**config.mk**
```make
export PLATFORM = sky130hd
export DESIGN_NAME = wdog_escalate
export DESIGN_NICKNAME = d
export VERILOG_FILES = /design/src/rtl/wdog_escalate_pkg.sv /design/src/rtl/wdog_regif.sv /design/src/rtl/wdog_timer.sv /design/src/rtl/wdog_escalate.sv
export SDC_FILE = /design/constraint.sdc
export NUM_CORES = 1
export LEC_CHECK = 0
export BUFFER_PORTS_ARGS = -buffer_cell sky130_fd_sc_hd__buf_2
export CORE_MARGIN = 4
export CORE_UTILIZATION = 50
export CTS_CLUSTER_DIAMETER = 200
export CTS_CLUSTER_SIZE = 14
export DETAILED_ROUTE_END_ITERATION = 10
export PLACE_DENSITY = 0.76
export SLEW_MARGIN = 20
export SYNTH_ARGS = -nofsm -noshare
export SYNTH_HDL_FRONTEND = slang
export SYNTH_SLANG_ARGS = --single-unit
```
**constraint.sdc**
```tcl
create_clock -name clk -period 4.9 [get_ports clk]
set_input_delay 0.49 -clock clk [delete_from_list [all_inputs] [get_ports clk]]
set_output_delay 0.49 -clock clk [all_outputs]
set_load 0.05 [all_outputs]
```
**src/rtl/wdog_escalate_pkg.sv**
```systemverilog
// Shared constants and types for the two-stage watchdog.
// Assumes byte offsets within a 4 KiB window; word accesses only.
package wdog_escalate_pkg;
    localparam int ADDR_W = 12;

    localparam logic [ADDR_W-1:0] OFS_CTRL     = 12'h000;
    localparam logic [ADDR_W-1:0] OFS_INTERVAL = 12'h008;
    localparam logic [ADDR_W-1:0] OFS_CMP_LO   = 12'h010;
    localparam logic [ADDR_W-1:0] OFS_CMP_HI   = 12'h014;
    localparam logic [ADDR_W-1:0] OFS_RFSH     = 12'h000;
    localparam logic [ADDR_W-1:0] OFS_IFACE_ID = 12'hFCC;
    localparam logic [ADDR_W-1:0] OFS_PART_ID  = 12'hFD0;

    // Register targeted by the current bus access
    typedef enum logic [2:0] {
        SEL_NONE,
        SEL_CTRL,
        SEL_INTERVAL,
        SEL_CMP_LO,
        SEL_CMP_HI,
        SEL_RFSH,
        SEL_IFACE_ID,
        SEL_PART_ID
    } reg_sel_e;
endpackage

```
**src/rtl/wdog_regif.sv**
```systemverilog
// Bus decode and readback for the two register windows.
// Produces one-cycle write strobes for the timer core and a registered
// read word. Assumes at most one window select is high per cycle
// (control wins if both are high) and read and write are not combined.
module wdog_regif
    import wdog_escalate_pkg::*;
#(
    parameter int          CNT_W    = 48,
    parameter int          OFS_W    = 32,
    parameter logic [31:0] IFACE_ID = 32'h5744_0001,
    parameter logic [31:0] PART_ID  = 32'h0000_2D57
) (
    input  logic              clk,
    input  logic              rst_n,
    input  logic              ctrl_sel,
    input  logic              rfsh_sel,
    input  logic              wr_en,
    input  logic              rd_en,
    input  logic [ADDR_W-1:0] addr,
    input  logic              st_en,
    input  logic              st_warn,
    input  logic              st_rst,
    input  logic [OFS_W-1:0]  st_interval,
    input  logic [CNT_W-1:0]  st_cmp,
    output logic              refresh_o,
    output logic              ctrl_wr_o,
    output logic              interval_wr_o,
    output logic              cmp_lo_wr_o,
    output logic              cmp_hi_wr_o,
    output logic [31:0]       rdata_o
);
    localparam int HI_W = CNT_W - 32;

    reg_sel_e    sel_now;
    logic [31:0] rd_value;

    // Map a window-relative address to a register
    function automatic reg_sel_e decode(input logic ctrl_win, input logic [ADDR_W-1:0] a);
        reg_sel_e r;
        r = SEL_NONE;
        if (ctrl_win) begin
            case (a)
                OFS_CTRL:     r = SEL_CTRL;
                OFS_INTERVAL: r = SEL_INTERVAL;
                OFS_CMP_LO:   r = SEL_CMP_LO;
                OFS_CMP_HI:   r = SEL_CMP_HI;
                OFS_IFACE_ID: r = SEL_IFACE_ID;
                OFS_PART_ID:  r = SEL_PART_ID;
                default:      r = SEL_NONE;
            endcase
        end else begin
            case (a)
                OFS_RFSH:     r = SEL_RFSH;
                OFS_IFACE_ID: r = SEL_IFACE_ID;
                OFS_PART_ID:  r = SEL_PART_ID;
                default:      r = SEL_NONE;
            endcase
        end
        return r;
    endfunction

    // Pick the register addressed in this cycle
    always_comb begin
        if (ctrl_sel)      sel_now = decode(1'b1, addr);
        else if (rfsh_sel) sel_now = decode(1'b0, addr);
        else               sel_now = SEL_NONE;
    end

    // Write strobes; a control-word write doubles as a refresh
    always_comb begin
        ctrl_wr_o     = wr_en && (sel_now == SEL_CTRL);
        refresh_o     = wr_en && ((sel_now == SEL_CTRL) || (sel_now == SEL_RFSH));
        interval_wr_o = wr_en && (sel_now == SEL_INTERVAL);
        cmp_lo_wr_o   = wr_en && (sel_now == SEL_CMP_LO);
        cmp_hi_wr_o   = wr_en && (sel_now == SEL_CMP_HI);
    end

    // Read multiplexer
    always_comb begin
        case (sel_now)
            SEL_CTRL:     rd_value = {29'd0, st_rst, st_warn, st_en};
            SEL_INTERVAL: rd_value = 32'(st_interval);
            SEL_CMP_LO:   rd_value = st_cmp[31:0];
            SEL_CMP_HI:   rd_value = 32'(st_cmp[CNT_W-1:32]);
            SEL_IFACE_ID: rd_value = IFACE_ID;
            SEL_PART_ID:  rd_value = PART_ID;
            default:      rd_value = 32'd0;
        endcase
    end

    // Registered read data, zero outside read cycles
    always_ff @(posedge clk) begin
        if (!rst_n)     rdata_o <= 32'd0;
        else if (rd_en) rdata_o <= rd_value;
        else            rdata_o <= 32'd0;
    end

    // at most one register receives a write in any cycle
    a_r10_one_write_target: assert property (@(posedge clk) disable iff (!rst_n)
        $onehot0({ctrl_wr_o, interval_wr_o, cmp_lo_wr_o, cmp_hi_wr_o}));

    // an identification read returns the parameter on the next cycle
    a_r11_id_read: assert property (@(posedge clk) disable iff (!rst_n)
        (rd_en && ctrl_sel && addr == OFS_PART_ID) |=> (rdata_o == PART_ID));

    // no read strobe means zero read data next cycle
    a_r11_idle_zero: assert property (@(posedge clk) disable iff (!rst_n)
        !rd_en |=> (rdata_o == 32'd0));

    initial begin
        assert (HI_W >= 1 && HI_W <= 32);
    end
endmodule

```
**src/rtl/wdog_timer.sv**
```systemverilog
// Compare/escalation core of the watchdog. Holds the enable, interval,
// compare value, both status bits and the sticky reset request.
// Assumes the count input is monotonic and never wraps within a run;
// CNT_W lies in 33..64 and OFS_W is at most 32.
module wdog_timer #(
    parameter int CNT_W = 48,
    parameter int OFS_W = 32
) (
    input  logic             clk,
    input  logic             rst_n,
    input  logic [CNT_W-1:0] count,
    input  logic             refresh,
    input  logic             ctrl_wr,
    input  logic             interval_wr,
    input  logic             cmp_lo_wr,
    input  logic             cmp_hi_wr,
    input  logic [31:0]      wdata,
    output logic             en_o,
    output logic             warn_o,
    output logic             rst_st_o,
    output logic [OFS_W-1:0] interval_o,
    output logic [CNT_W-1:0] cmp_o,
    output logic             reset_req_o
);
    localparam int HI_W = CNT_W - 32;

    logic             hit;
    logic             cmp_wr_any;
    logic [CNT_W-1:0] reload;
    logic [CNT_W-1:0] cmp_next;

    // Expiry detect and next deadline
    always_comb begin
        hit        = en_o && (count >= cmp_o);
        reload     = count + CNT_W'(interval_o);
        cmp_wr_any = cmp_lo_wr || cmp_hi_wr;
    end

    // Next compare value: refresh, direct write, or first-stage reload
    always_comb begin
        cmp_next = cmp_o;
        if (cmp_lo_wr) cmp_next[31:0]      = wdata;
        if (cmp_hi_wr) cmp_next[CNT_W-1:32] = wdata[HI_W-1:0];
        if (refresh)
            cmp_next = reload;
        else if (hit && !warn_o && !cmp_wr_any)
            cmp_next = reload;
    end

    // Compare register
    always_ff @(posedge clk) begin
        if (!rst_n) cmp_o <= '0;
        else        cmp_o <= cmp_next;
    end

    // Enable bit, written through the control word
    always_ff @(posedge clk) begin
        if (!rst_n)       en_o <= 1'b0;
        else if (ctrl_wr) en_o <= wdata[0];
    end

    // Interval register
    always_ff @(posedge clk) begin
        if (!rst_n)           interval_o <= '0;
        else if (interval_wr) interval_o <= wdata[OFS_W-1:0];
    end

    // Status bits: refresh clears, expiry escalates warning then reset
    always_ff @(posedge clk) begin
        if (!rst_n) begin
            warn_o   <= 1'b0;
            rst_st_o <= 1'b0;
        end else if (refresh) begin
            warn_o   <= 1'b0;
            rst_st_o <= 1'b0;
        end else if (hit) begin
            if (!warn_o) warn_o   <= 1'b1;
            else         rst_st_o <= 1'b1;
        end
    end

    // Sticky reset request, cleared only by block reset
    always_ff @(posedge clk) begin
        if (!rst_n)                        reset_req_o <= 1'b0;
        else if (hit && warn_o && !refresh) reset_req_o <= 1'b1;
    end

    // a disabled watchdog carries no status
    a_r7_idle_when_off: assert property (@(posedge clk) disable iff (!rst_n)
        !en_o |-> (!warn_o && !rst_st_o));

    // refresh clears status and re-arms from count plus interval
    a_r2_refresh_rearm: assert property (@(posedge clk) disable iff (!rst_n)
        refresh |=> (!warn_o && !rst_st_o &&
                     cmp_o == $past(count) + CNT_W'($past(interval_o))));

    // first-stage expiry reloads the deadline
    a_r5_warn_reload: assert property (@(posedge clk) disable iff (!rst_n)
        ($rose(warn_o) && !$past(cmp_wr_any)) |->
            (cmp_o == $past(count) + CNT_W'($past(interval_o))));

    // reset stage only follows a standing warning
    a_r6_escalate_order: assert property (@(posedge clk) disable iff (!rst_n)
        $rose(rst_st_o) |-> (warn_o && $past(warn_o)));

    // reset request is sticky
    a_r8_reset_sticky: assert property (@(posedge clk) disable iff (!rst_n)
        reset_req_o |=> reset_req_o);
endmodule

```
**src/rtl/wdog_escalate.sv**
```systemverilog
// Top of the two-stage watchdog: bus decode plus timer core.
// Assumes tick_count is a free-running timebase sampled on clk.
module wdog_escalate
    import wdog_escalate_pkg::*;
#(
    parameter int          CNT_W    = 48,
    parameter int          OFS_W    = 32,
    parameter logic [31:0] IFACE_ID = 32'h5744_0001,
    parameter logic [31:0] PART_ID  = 32'h0000_2D57
) (
    input  logic              clk,
    input  logic              rst_n,
    input  logic [CNT_W-1:0]  tick_count,
    input  logic              bus_ctrl_sel,
    input  logic              bus_rfsh_sel,
    input  logic              bus_wr_en,
    input  logic              bus_rd_en,
    input  logic [ADDR_W-1:0] bus_addr,
    input  logic [31:0]       bus_wdata,
    output logic [31:0]       bus_rdata,
    output logic              warn_irq,
    output logic              sys_reset_req
);
    logic             refresh, ctrl_wr, interval_wr, cmp_lo_wr, cmp_hi_wr;
    logic             st_en, st_warn, st_rst;
    logic [OFS_W-1:0] st_interval;
    logic [CNT_W-1:0] st_cmp;

    wdog_regif #(
        .CNT_W(CNT_W), .OFS_W(OFS_W), .IFACE_ID(IFACE_ID), .PART_ID(PART_ID)
    ) u_regif (
        .clk(clk), .rst_n(rst_n),
        .ctrl_sel(bus_ctrl_sel), .rfsh_sel(bus_rfsh_sel),
        .wr_en(bus_wr_en), .rd_en(bus_rd_en), .addr(bus_addr),
        .st_en(st_en), .st_warn(st_warn), .st_rst(st_rst),
        .st_interval(st_interval), .st_cmp(st_cmp),
        .refresh_o(refresh), .ctrl_wr_o(ctrl_wr), .interval_wr_o(interval_wr),
        .cmp_lo_wr_o(cmp_lo_wr), .cmp_hi_wr_o(cmp_hi_wr),
        .rdata_o(bus_rdata)
    );

    wdog_timer #(.CNT_W(CNT_W), .OFS_W(OFS_W)) u_timer (
        .clk(clk), .rst_n(rst_n), .count(tick_count),
        .refresh(refresh), .ctrl_wr(ctrl_wr), .interval_wr(interval_wr),
        .cmp_lo_wr(cmp_lo_wr), .cmp_hi_wr(cmp_hi_wr), .wdata(bus_wdata),
        .en_o(st_en), .warn_o(st_warn), .rst_st_o(st_rst),
        .interval_o(st_interval), .cmp_o(st_cmp),
        .reset_req_o(sys_reset_req)
    );

    assign warn_irq = st_warn;

    // outputs are low right after a block reset
    a_r1_reset_quiet: assert property (@(posedge clk)
        !rst_n |=> (!warn_irq && !sys_reset_req && bus_rdata == 32'd0));
endmodule

```
==> results.json <==
{
  "layout.cells.non_filler": 1415,
  "synth.most_common_cell": "nand2_1",
  "max_stage_delay_ps": 530,
  "max_cap_viol_count": 0,
  "drc_errors": 0,
  "core_area_sq_mm": 0.01658,
  "p_clk_frac": 0.536,
  "setup_viol": 0,
  "synth.top_cell.area_share": 0.2744,
  "wl_mm": 25.74,
  "status": "finished clean",
  "clkTransAtPathRegs_ps": 50,
  "syn2layout_area_growth_pct": 16.85,
  "hold_path_class": "input port to flop",
  "ys_seq_area_frac": 0.2744,
  "tightest_slew_ps": 1061,
  "dp_hpwl_mm": 19.57,
  "avgSynthCellArea_sq_um": 7.867,
  "ys.flop_type": "dfxtp_1",
  "drt_iter0_markers": 798,
  "cts_setup_buffers": 0,
  "n_antenna_cell": 0,
  "r2r_start": "u_timer.interval_o[23]",
  "syn-num-nets": 1255,
  "hold_path_end": "u_timer.interval_o[19]",
  "setup.worst_path.end_class": "flop",
  "pwr-share-comb": 0.088,
  "cts_tree": "built",
  "numCtsBuffers": 17,
  "antenna_found_initial": 1,
  "arrival_ps": 3600,
  "relSlewSlack": 0.2924,
  "cp_top_family": "simple AND/OR/NAND/NOR gates",
  "async_flop_share": 0,
  "synth_edf_count": 0,
  "switching_share": 0.2325,
  "dpl.cell_count": 1385,
  "power.leakage_nw": 4.556,
  "final_nets": 1363,
  "cpMaxStageDelayCell": "and2_1",
  "dieArea_sq_mm": 0.01907,
  "worstSetupPathType": "input port to flop",
  "synthTopCellsByArea": "dfxtp_1 27%, ha_1 12%, a21oi_1 7.3%, nand2_1 6.6%, mux2i_1 5.7%",
  "place_congestion": 0.9500,
  "clk_path_buf_depth": 2,
  "root_buffer": "clkbuf_16",
  "fp.dieH_um": 138.1,
  "r2r-end": "u_timer.cmp_o[37]",
  "cp.depth": 9,
  "grt_pass1_vias": 8009,
  "yosys.area.top_type": "dfxtp_1",
  "via_per_inst": 6.013,
  "finalHoldViolCount": 0,
  "crit_required_ps": 5170,
  "power_density_mw_per_mm2": 254.1,
  "worst-path-buf-inv": 2,
  "grt_pass1_wl_mm": 41.37,
  "crit_fanout": 17,
  "ir_drop_mv": 0.2672,
  "finalCritPeriodShare": 0.6794,
  "layout-drive-gt1-share": 0.1707,
  "grt-ovfl-total": 0,
  "ys.warnings.count": 0,
  "nFillCells": 1494,
  "slew_viol_final": 0,
  "p_seq_frac": 0.376,
  "cts_hold_buf": 0,
  "switching_power_mw": 0.5845,
  "synth_cell_types": 74,
  "clock_latency_ps": 420,
  "path_cells": "buf_2 -> nor4_2 -> nor4bb_1 -> and2_1 -> and2_1 -> nand2_1 -> buf_4 -> nand2_1 -> a21oi_1",
  "power.total_mw": 2.513,
  "num_rows": 47,
  "fin_skew_ps": 7.476,
  "synth_common_cells": "149 x nand2_1, 123 x a21oi_1, 116 x dfxtp_1",
  "fmax_ghz": 0.3004,
  "tns_ps": 0,
  "grt_max_degree": 59,
  "io_pins": 132,
  "die_w_um": 138.1,
  "first_pass_iters": 7,
  "clock-sinks": 116,
  "htree_num_levels": 4,
  "internal-power_mw": 1.929,
  "syn_area_sq_mm": 0.008464,
  "grt_setup_unrepaired": "no",
  "hp-start": "bus_wdata[19]",
  "portBuffers": 131,
  "ant_nets": 0,
  "wire_per_inst_um": 18.19,
  "cts-resized-gates": 0,
  "ys_ff_latch": 116,
  "initial_core_util": 0.5104,
  "r2r_cells": 9,
  "min_period_ps": 3329,
  "worstSetupStartpointType": "input port",
  "track_usage": 0.2631,
  "regToRegSetupSlack_ps": 1580,
  "syn_inst": 1076,
  "vias": 8509,
  "min_path_cells": 3
}
## power groups by stage
stage	registers, mW	clock network (mW)	logic, mW
floorplan	0.964	0	0.117
global placement	0.964	0	0.214
detailed placement	0.964	0	0.217
CTS	0.944	1.35	0.218
global route	0.944	1.40	0.245
finish	0.944	1.35	0.222
## cell families (layout without fill, tap and decap cells)
kind of cell,after synthesis,in the layout,share of synthesized area
XOR/XNOR,38,38,0.03932
AO/OA/AOI/OAI,323,323,0.2590
flip-flops,116,116,0.2744
adder cells (fa/ha/maj),81,81,0.1206
buffers and inverters,117,236,0.05514
multiplexers,52,52,0.06253
AND/OR/NAND/NOR,349,349,0.1891
## worst max path at each step
stage                          startpoint                      to  slack [ps]
floorplan                   tick_count[0]       u_timer.cmp_o[44]        1910
global placement            tick_count[0]       u_timer.cmp_o[44]        1220
detailed placement          tick_count[0]       u_timer.cmp_o[44]        1100
CTS                 u_timer.interval_o[0]       u_timer.cmp_o[44]        1320
global route                  bus_addr[8]  u_timer.interval_o[24]        1300
finish                        bus_addr[8]  u_timer.interval_o[23]        1570
## area by class of cell
type | instances | area [sq um] | share of cell area
multi-input cells | 843 | 5682 | 0.5744
clock buffers | 22 | 484.2 | 0.04896
flip-flops and latches | 116 | 2322 | 0.2348
well taps | 220 | 275.3 | 0.02783
inverters | 64 | 240.2 | 0.02429
clock inverters | 8 | 148.9 | 0.01505
repair buffers | 142 | 738.2 | 0.07464
## routing by layer
layer  GRT usage  up-vias  share of wire
met5           0        -        0.00051
met4     0.07540        2          0.019
met3     0.06492       48          0.091
met2      0.4121      385           0.45
met1      0.3616     3970           0.44
li1            -     4104              -
## metrics by stage
step           utilization  setup WS, ps  hold slack, ps  instance area [sq um]
3_5_place_dp        0.5579          1096           461.2                   9253
6_report            0.5964          1571           320.7                   9891
2_1_floorplan            -          1914           437.1                   8464
3_3_place_gp        0.5579          1223           457.2                   9253
5_1_grt             0.5964          1302           325.3                   9891
4_1_cts             0.5961          1322           313.3                   9886
## worst register-to-register path, cell delays in order, from the launching register on
cell      delay (ps)
dfxtp_1          340
ha_1             430
nand4_1          210
or4_1            550
nor2_1           120
o211ai_1         130
a21oi_1          500
nor2_1           290
o31a_1           310
o311a_1          330
## registers in the layout (all words and copies together) (netlist names)
| signal | flops |
|---|---|
| u_timer.cmp_o | 48 |
| u_regif.rdata_o | 32 |
| u_timer.interval_o | 32 |
| u_timer.en_o | 1 |
| u_timer.reset_req_o | 1 |
| u_timer.rst_st_o | 1 |
| u_timer.warn_o | 1 |
## cells in the final DEF (no fill, tap or decap), types with 7 or more instances in the layout
master     count
a211oi_1      15
a211oi_2      11
a21o_1        24
a21oi_1      123
a22oi_1       17
a31oi_1        7
and3_1        10
buf_2        131
buf_4         11
clkbuf_16     17
dfxtp_1      116
ha_1          80
inv_1         63
mux2i_1       48
nand2_1      149
nand3_1       28
nand4_1       17
nor2_1        85
nor3_1        15
o211a_1       17
o211ai_1      10
o21a_1        11
o21ai_0       38
xnor2_1       26
xor2_1        12
No activity file was read; power rests on OpenSTA's default activity.
